### config.mk
export PLATFORM = sky130hd
export DESIGN_NAME = acc_regref_exec
export DESIGN_NICKNAME = d
export VERILOG_FILES = /design/src/rtl/acc_regref_pkg.sv /design/src/rtl/acc_regref_decode.sv /design/src/rtl/acc_regref_datapath.sv /design/src/rtl/acc_regref_skip.sv /design/src/rtl/acc_regref_exec.sv
export SDC_FILE = /design/constraint.sdc
export NUM_CORES = 1
export LEC_CHECK = 0
export BUFFER_PORTS_ARGS = -buffer_cell sky130_fd_sc_hd__buf_2
export CAP_MARGIN = 20
export CORE_MARGIN = 2
export CORE_UTILIZATION = 62
export DETAILED_ROUTE_END_ITERATION = 8
export PLACE_DENSITY = 0.87
export REMOVE_ABC_BUFFERS = 1
export SKIP_CTS_REPAIR_TIMING = 1
export SLEW_MARGIN = 20
export SYNTH_ARGS = -nofsm -noshare
export SYNTH_HDL_FRONTEND = slang
export SYNTH_SLANG_ARGS = --single-unit
### constraint.sdc
create_clock -name clk -period 9.7 [get_ports clk]
set_input_delay 0.97 -clock clk [delete_from_list [all_inputs] [get_ports clk]]
set_output_delay 0.97 -clock clk [all_outputs]
set_load 0.01 [all_outputs]
### src/rtl/acc_regref_pkg.sv
// Package: shared instruction format and the decoded operation set.
// Assumes a 16-bit instruction word with bit 15 indirect, 14:12 class, 11:0 operation bits.
package acc_regref_pkg;

    localparam int INSTR_W   = 16;
    localparam int FIELD_W   = 12;
    localparam int CLASS_LSB = 12;
    localparam int IND_BIT   = 15;
    localparam logic [2:0] REGREF_CLASS = 3'b111;

    // Operation bit positions inside instr[11:0]
    localparam int B_CLR_ACC = 11;
    localparam int B_CLR_EXT = 10;
    localparam int B_INV_ACC = 9;
    localparam int B_INV_EXT = 8;
    localparam int B_ROT_R   = 7;
    localparam int B_ROT_L   = 6;
    localparam int B_INC     = 5;
    localparam int B_SK_POS  = 4;
    localparam int B_SK_NEG  = 3;
    localparam int B_SK_ZERO = 2;
    localparam int B_SK_EZ   = 1;
    localparam int B_HALT    = 0;

    localparam int NUM_SKIP_TESTS = 4;

    typedef struct packed {
        logic clr_acc;
        logic clr_ext;
        logic inv_acc;
        logic inv_ext;
        logic rot_r;
        logic rot_l;
        logic inc;
        logic [NUM_SKIP_TESTS-1:0] skip_sel;  // [3]=sign 0, [2]=sign 1, [1]=acc zero, [0]=ext 0
        logic halt;
    } op_set_t;

    // Split the operation field into named controls, gated by the active flag.
    function automatic op_set_t split_field(input logic [FIELD_W-1:0] fld, input logic en);
        op_set_t o;
        o.clr_acc  = en & fld[B_CLR_ACC];
        o.clr_ext  = en & fld[B_CLR_EXT];
        o.inv_acc  = en & fld[B_INV_ACC];
        o.inv_ext  = en & fld[B_INV_EXT];
        o.rot_r    = en & fld[B_ROT_R];
        o.rot_l    = en & fld[B_ROT_L];
        o.inc      = en & fld[B_INC];
        o.skip_sel = {NUM_SKIP_TESTS{en}} & fld[B_SK_POS:B_SK_EZ];
        o.halt     = en & fld[B_HALT];
        return o;
    endfunction

endpackage

### src/rtl/acc_regref_decode.sv
// Decode: recognises a register-reference instruction in the execute step and
// splits its operation field. Assumes instr and step are stable through the cycle.
module acc_regref_decode
    import acc_regref_pkg::*;
#(
    parameter int STEP_W    = 4,
    parameter int EXEC_STEP = 3
) (
    input  logic [INSTR_W-1:0] instr,
    input  logic [STEP_W-1:0]  step,
    output logic               active,
    output op_set_t            ops
);
    localparam logic [STEP_W-1:0] EXEC_STEP_V = STEP_W'(EXEC_STEP);

    logic class_hit;
    logic step_hit;

    // Match the class bits, the direct mode and the execute step.
    always_comb begin
        class_hit = (instr[CLASS_LSB +: 3] == REGREF_CLASS) && !instr[IND_BIT];
        step_hit  = (step == EXEC_STEP_V);
        active    = class_hit && step_hit;
        ops       = split_field(instr[FIELD_W-1:0], active);
    end

endmodule

### src/rtl/acc_regref_datapath.sv
// Datapath: computes the next accumulator and extend values by applying, in order,
// clears, complements, right rotate, left rotate and increment. Assumes DATA_W >= 2.
module acc_regref_datapath
    import acc_regref_pkg::*;
#(
    parameter int DATA_W = 16
) (
    input  logic [DATA_W-1:0] acc_cur,
    input  logic              ext_cur,
    input  op_set_t           ops,
    output logic [DATA_W-1:0] acc_nxt,
    output logic              ext_nxt
);
    localparam logic [DATA_W-1:0] ONE = {{(DATA_W-1){1'b0}}, 1'b1};

    logic [DATA_W-1:0] a_clr, a_inv, a_rr, a_rl;
    logic              e_clr, e_inv, e_rr, e_rl;

    // Stage 1 and 2: clears then complements.
    always_comb begin
        a_clr = ops.clr_acc ? '0 : acc_cur;
        e_clr = ops.clr_ext ? 1'b0 : ext_cur;
        a_inv = ops.inv_acc ? ~a_clr : a_clr;
        e_inv = ops.inv_ext ? ~e_clr : e_clr;
    end

    // Stage 3: rotate right through the extend bit.
    always_comb begin
        if (ops.rot_r) begin
            a_rr = {e_inv, a_inv[DATA_W-1:1]};
            e_rr = a_inv[0];
        end else begin
            a_rr = a_inv;
            e_rr = e_inv;
        end
    end

    // Stage 4: rotate left through the extend bit.
    always_comb begin
        if (ops.rot_l) begin
            a_rl = {a_rr[DATA_W-2:0], e_rr};
            e_rl = a_rr[DATA_W-1];
        end else begin
            a_rl = a_rr;
            e_rl = e_rr;
        end
    end

    // Stage 5: wrapping increment; extend bit untouched.
    always_comb begin
        acc_nxt = ops.inc ? (a_rl + ONE) : a_rl;
        ext_nxt = e_rl;
    end

endmodule

### src/rtl/acc_regref_skip.sv
// Skip evaluator: forms one skip strobe from the selected tests on the values
// held at the start of the step. Assumes skip_sel is already gated by the active flag.
module acc_regref_skip
    import acc_regref_pkg::*;
#(
    parameter int DATA_W = 16
) (
    input  logic [DATA_W-1:0]         acc_cur,
    input  logic                      ext_cur,
    input  logic [NUM_SKIP_TESTS-1:0] skip_sel,
    output logic                      skip
);
    logic [NUM_SKIP_TESTS-1:0] cond;
    logic [NUM_SKIP_TESTS-1:0] hit;

    // Conditions in the same order as skip_sel.
    always_comb begin
        cond[3] = !acc_cur[DATA_W-1];
        cond[2] =  acc_cur[DATA_W-1];
        cond[1] = (acc_cur == '0);
        cond[0] = !ext_cur;
    end

    for (genvar g = 0; g < NUM_SKIP_TESTS; g++) begin : g_test
        // Each test passes only when its bit is selected.
        always_comb hit[g] = skip_sel[g] & cond[g];
    end

    // Any passing test gives one strobe.
    always_comb skip = |hit;

endmodule

### src/rtl/acc_regref_exec.sv
// Top: register-reference execute unit. Holds the accumulator and extend bit,
// updates them at the edge ending the execute step and drives the step strobes.
// Assumes the sequencer acts on skip_req, halt_req and seq_clr in the same cycle.
module acc_regref_exec
    import acc_regref_pkg::*;
#(
    parameter int DATA_W    = 16,
    parameter int STEP_W    = 4,
    parameter int EXEC_STEP = 3
) (
    input  logic               clk,
    input  logic               rst_n,
    input  logic [INSTR_W-1:0] instr,
    input  logic [STEP_W-1:0]  step,
    output logic [DATA_W-1:0]  acc_q,
    output logic               ext_q,
    output logic               skip_req,
    output logic               halt_req,
    output logic               seq_clr
);
    logic              active;
    op_set_t           ops;
    logic [DATA_W-1:0] acc_nxt;
    logic              ext_nxt;
    logic              skip_w;

    acc_regref_decode #(.STEP_W(STEP_W), .EXEC_STEP(EXEC_STEP)) u_dec (
        .instr  (instr),
        .step   (step),
        .active (active),
        .ops    (ops)
    );

    acc_regref_datapath #(.DATA_W(DATA_W)) u_dp (
        .acc_cur (acc_q),
        .ext_cur (ext_q),
        .ops     (ops),
        .acc_nxt (acc_nxt),
        .ext_nxt (ext_nxt)
    );

    acc_regref_skip #(.DATA_W(DATA_W)) u_skip (
        .acc_cur  (acc_q),
        .ext_cur  (ext_q),
        .skip_sel (ops.skip_sel),
        .skip     (skip_w)
    );

    // Accumulator and extend registers with synchronous reset.
    always_ff @(posedge clk) begin
        if (!rst_n) begin
            acc_q <= '0;
            ext_q <= 1'b0;
        end else if (active) begin
            acc_q <= acc_nxt;
            ext_q <= ext_nxt;
        end
    end

    // Step strobes, valid only in the active cycle.
    always_comb begin
        skip_req = skip_w;
        halt_req = ops.halt;
        seq_clr  = active;
    end

endmodule

* Word-level counts from Yosys, hierarchy flattened
Index checks and enable logic that the tools add are counted.
** Word-level totals
- Register bits after elaboration :: 17
- Bits in latches :: 0
- RAM bits :: 0
- Bits in read-only memories :: 0
- Word-level logic and storage cells :: 36
- Memories :: 0
** Cells by class
- $add $sub $neg :: 1
- $mul :: 0
- Div/mod/pow operators :: 0
- Order comparisons :: 0
- Eq/ne operators :: 2
- Shift-type cells :: 0
- Multiplexer cells :: 9
- Bitwise gates (word level) :: 15
- Reduce and logical (&&, ||, !) cells :: 7
** Operator list (number)
- 2-to-1 mux 16 bit :: 5
- adder 16 x 1 -> 16 bit, second input constant :: 1
- zero test 16 bit :: 1
- inverter 16 bit :: 1
- bitwise AND 1 bit :: 12
- bitwise AND 4 bit :: 1
- equality test 4 x 2 -> 1 bit, second input constant :: 1
- 2-to-1 mux 1 bit :: 4
- OR reduction 4 bit :: 1
- equality test 3 bit, second input constant :: 1
- zero test 1 bit :: 3
- logical AND 1 bit :: 2
- inverter 1 bit :: 1

* Longest topological paths before layout
- Word-level depth :: 11
- Gate-level depth with buffers :: 18
- Mapped depth without buffers :: 15

* Modules after synthesis
A second synthesis with hierarchy kept.
** Second synthesis, totals
- Cells, all modules :: 300
- Area total of the unflattened synthesis :: 2341.0 um^2
** By module, submodules not included
- acc_regref_datapath :: times used 1, cells each 207, area each 1387.6 um^2
- acc_regref_exec :: times used 1, cells each 54, area each 651.9 um^2
- acc_regref_decode :: times used 1, cells each 29, area each 215.2 um^2
- acc_regref_skip :: times used 1, cells each 10, area each 86.3 um^2

* Least setup slack after synthesis
Ideal clock, no wire load.
- Kind :: input-to-reg
- From :: input step[2]
- To :: register acc_q[14]
- Library setup time :: 0.128 ns
- Arrival :: 3.853 ns
- Path slack :: 5.719 ns
- Cell stages on the path :: 16
- Cell sequence :: and4bb_1 > buf_4 > nand2_2 > buf_2 > clkbuf_1 > o22ai_1 > a31o_2 > a21oi_1 > ha_1 > and2_1 > clkbuf_1 > o21ai_0 > a2111oi_2 > nand4_1 > mux2i_1 > o211ai_1
** Between the ends
- Longest elaborated chain between the ends :: 10
** RTL lines
- from (decl) :: RTL line acc_regref_exec.sv:14 : input logic [STEP_W-1:0] step,
- equality test 4 x 2 -> 1 bit (*) :: RTL line acc_regref_decode.sv:22 : step_hit = (step == EXEC_STEP_V);
- logical AND 1 bit (*) :: RTL line acc_regref_decode.sv:23 : active = class_hit && step_hit;
- bitwise AND 1 bit, on equally long branches :: RTL line acc_regref_pkg.sv:42, acc_regref_pkg.sv:43
- 2-to-1 mux 16 bit or 2-to-1 mux 1 bit (tied branches) :: RTL line acc_regref_datapath.sv:21, acc_regref_datapath.sv:22
- inverter 16 bit or inverter 1 bit (tied branches) :: RTL line acc_regref_datapath.sv:23, acc_regref_datapath.sv:24
- 2-to-1 mux 16 bit or 2-to-1 mux 1 bit (tied branches) :: RTL line acc_regref_datapath.sv:23, acc_regref_datapath.sv:24
- 2-to-1 mux 16 bit or 2-to-1 mux 1 bit (tied branches) :: RTL line acc_regref_datapath.sv:29 : if (ops.rot_r) begin
- 2-to-1 mux 16 bit :: RTL line acc_regref_datapath.sv:40 : if (ops.rot_l) begin
- adder 16 x 1 -> 16 bit :: RTL line acc_regref_datapath.sv:51 : acc_nxt = ops.inc ? (a_rl + ONE) : a_rl;
- 2-to-1 mux 16 bit :: RTL line acc_regref_datapath.sv:51
- to (signal assigned) :: RTL line acc_regref_exec.sv:55 : acc_q <= acc_nxt;
- to (decl) :: RTL line acc_regref_exec.sv:15 : output logic [DATA_W-1:0] acc_q,
Every way passes the cells marked *; elsewhere a longest branch is shown, timed or not.
A chain may end at the register's enable or synchronous reset.

* Final worst setup path
- From :: input instr[15]
- To :: register acc_q[15]
** Between the ends
- Longest elaborated chain between the ends :: 11
** RTL lines
- from (decl) :: RTL line acc_regref_exec.sv:13 : input logic [INSTR_W-1:0] instr,
- zero test 1 bit (*) :: RTL line acc_regref_decode.sv:21 : class_hit = (instr[CLASS_LSB +: 3] == REGREF_CLASS) && !instr[IND_BIT];
- logical AND 1 bit (*) :: RTL line acc_regref_decode.sv:21
- logical AND 1 bit (*) :: RTL line acc_regref_decode.sv:23
- bitwise AND 1 bit, on equally long branches :: RTL line acc_regref_pkg.sv:42, acc_regref_pkg.sv:43
- 2-to-1 mux 16 bit or 2-to-1 mux 1 bit (tied branches) :: RTL line acc_regref_datapath.sv:21, acc_regref_datapath.sv:22
- inverter 16 bit or inverter 1 bit (tied branches) :: RTL line acc_regref_datapath.sv:23, acc_regref_datapath.sv:24
- 2-to-1 mux 16 bit or 2-to-1 mux 1 bit (tied branches) :: RTL line acc_regref_datapath.sv:23, acc_regref_datapath.sv:24
- 2-to-1 mux 16 bit or 2-to-1 mux 1 bit (tied branches) :: RTL line acc_regref_datapath.sv:29
- 2-to-1 mux 16 bit :: RTL line acc_regref_datapath.sv:40
- adder 16 x 1 -> 16 bit :: RTL line acc_regref_datapath.sv:51
- 2-to-1 mux 16 bit :: RTL line acc_regref_datapath.sv:51
Marked as above.

==> metrics.cfg <==
[status]
outcome = complete, no violations

[synthesis]
synthAdderAreaFrac_pct = 0.493
synth_top_area_cell = dfxtp_1
syn-instance-count = 367
synthArstFlopShare_pct = 0
synth_edf_count = 0
yosysWarnings = 0
ys_seq_area_share_pct = 13.4
synth-compound-area-share_pct = 37.6
synth_seq_cells = 17
avgSynthCellArea_sq_um = 6.91
synth-xor-area-share_pct = 5.18
synth-simple-area-share_pct = 31.1
netlist_area_sq_um = 2540
synth_top_family_by_area = compound AO/OA/AOI/OAI gates
synth.area.mux_share_pct = 3.65
synth_top_area_share_pct = 13.4
yosys-top-cells-area = dfxtp_1, a21oi_1, nor2_1
synth_ff_type = dfxtp_1
yosysUniqueCellTypes = 76

[placement]
dp.final_hpwl_microns = 5680
dp_cells = 420
gp_congestion = 1.01
port_buffers = 41

[clock_tree]
cts_tree = yes
clock_path_buffers = 2
cts_root_buf = clkbuf_8
cts-buffers-inserted = 3
clk_pin_slew_ns = 0.07
cts.sinks = 17
clkLatencyLatePin_ns = 0.27
cts-htree-levels = 1

[sta]
slew_headroom_pct = 26.0
tns_ns = 0
rsz0062_at_grt = no
tightest_slew_ns = 1.10
hold_viol = 0
skew_ns = 0.00553
hold_slack_ns = 0.633
max_freq_mhz = 189
min_period_ns = 5.30
slew_viol_final = 0
finalSetupViolCount = 0
fin_crit_sh_pct = 54.6

[detailed_routing]
wl_per_cell_microns = 19.2
drt_wl_total_microns = 8150
vias = 3082
drt-initial-drc-count = 797
viasPerCell = 7.27
postRouteAntennaNets = 0
drc = 0
drt_pass1_iterations = 7

[pwr]
p_sw_uw = 52.5
p_total_uw = 164
p_int_uw = 111
pwr-share-comb_pct = 21.5
clock_power_share_pct = 35.4
p_leak_nw = 1.00
peakVddDrop_uv = 72.1
p_sw_share_pct = 32.0
powerDensity_nw_per_um2 = 61.3
share_seq_of_total_power_pct = 43.1

[critical_path]
cp_data_required_time_ns = 9.86
cp.arrival_ns = 5.46
endpoint_kind = flop
critPathLaunchType = input pin
cp_max_fo = 33
worstSetupPathType = in2reg

[floorplanning]
die_height_microns = 68.0
num_rows = 23
chipWidth_microns = 68.0
io_pins = 42
dieArea_sq_um = 4620
initial_core_util_pct = 63.9
core-area_sq_um = 3970

[global_routing]
overflow = 0
grt_pass1_wl_microns = 12600
grt_start_max_net_pins = 41
grt_pass1_vias = 2497
grt_antenna_before_repair = 0
grt_usage_pct = 35.9

[layout]
layout.cells.non_filler = 424
drive_gt1_share_pct = 16.3
diodes = 0
area.growth.synth_to_final_pct = 5.33
utilization_pct = 67.3
fin_nets = 398

[min_path]
hp-class = reg2reg

[job]
maxCapViolations = 0

-- cells by family after synthesis --
family | after synthesis
AO/OA/AOI/OAI | 135
buffers and inverters | 48
adder cells (fa/ha/maj) | 1
AND/OR/NAND/NOR | 142
XOR/XNOR | 15
multiplexers | 9
flip-flops | 17
-- power by group through the flow --
stage | Clock, mW | Combinational (mW) | Sequential, mW
after floorplan | 0 | 0.0168 | 0.0721
after global placement | 0 | 0.0335 | 0.0722
after detailed placement | 0 | 0.0338 | 0.0722
after CTS | 0.0577 | 0.0339 | 0.0705
after global routing | 0.0618 | 0.0382 | 0.0706
final | 0.0580 | 0.0352 | 0.0706
-- final timing paths --
kind               endpoint  depth (start not counted)  slack, ns       from
hold reg to reg   acc_q[11]                          2       0.63  acc_q[11]
setup reg to reg  acc_q[15]                          8       6.26   acc_q[4]
setup / recovery  acc_q[15]                         10       4.40  instr[15]
hold / removal    acc_q[11]                          2       0.63  acc_q[11]
-- worst max-delay path, cell delays in order --
cell and delay, ns:
buf_2 0.10, and4b_1 0.62, nand2_2 0.55, inv_1 0.78, o2111a_1 0.31, o32ai_2 0.11
nor3_1 0.90, nand3_1 0.35, or3_1 0.41, o311a_1 0.34
-- Yosys cell counts, types with 6 or more instances --
cell and n:
xnor2_1 10, inv_1 7, a21oi_1 35, nand2_1 21, o21ai_0 21, nor2b_1 9
dfxtp_1 17, clkbuf_1 17, a211oi_1 6, o211ai_1 8, nor3_1 10, nand3_1 13
o22ai_1 8, nand4_1 8, nor2_1 38, mux2i_1 7, buf_2 12
-- placed cells by master, fill, tap and decap left out, types with 3 or more instances in the layout --
cell       instances
or3_1              4
dfxtp_1           17
a31oi_1            5
nand3b_1           3
a221oi_1           4
nand2_1           21
xnor2_1           10
nor2_1            38
and3_1             5
o211ai_1           8
buf_2             41
nand2b_1           3
a21oi_1           35
and3b_1            3
nor3_1            10
o2111ai_1          3
nor2b_1            9
clkbuf_8           3
o22a_1             5
a221o_1            3
nand4_1            8
o31ai_1            3
a21boi_0           4
o22ai_1            8
a211oi_1           6
nor4_1             5
nand3_1           13
inv_1              7
mux2i_1            7
and2_1             3
a221oi_2           3
xor2_1             5
o21ai_0           21
-- layout make-up --
| class | instances | area, sq um |
|---|---|---|
| Tap cell | 50 | 62.6 |
| Clock buffer | 4 | 45.0 |
| Multi-Input combinational cell | 302 | 1980 |
| Fill cell | 371 | 1300 |
| Timing Repair Buffer | 41 | 205 |
| Inverter | 10 | 37.5 |
| Sequential cell | 17 | 340 |
-- metal layers --
metal  wire (microns)  vias up  track usage (%)
li1                 -     1414                -
met1             3260     1378             49.6
met2             3580      259             53.8
met3             1100       31             8.39
met4              204        0             13.5
met5                0        -                0
-- state kept, by name (all words and copies together), names as in the netlist --
name,cells
ext_q,1
acc_q,16
-- stage by stage --
step	instance area, sq um	setup WS [ns]
after floorplan	2360	5.22
after global placement	2630	4.55
after detailed placement	2630	4.35
after CTS	2670	4.64
after global routing	2670	4.16
final	2670	4.40
No activity file was read; power rests on OpenSTA's default activity.
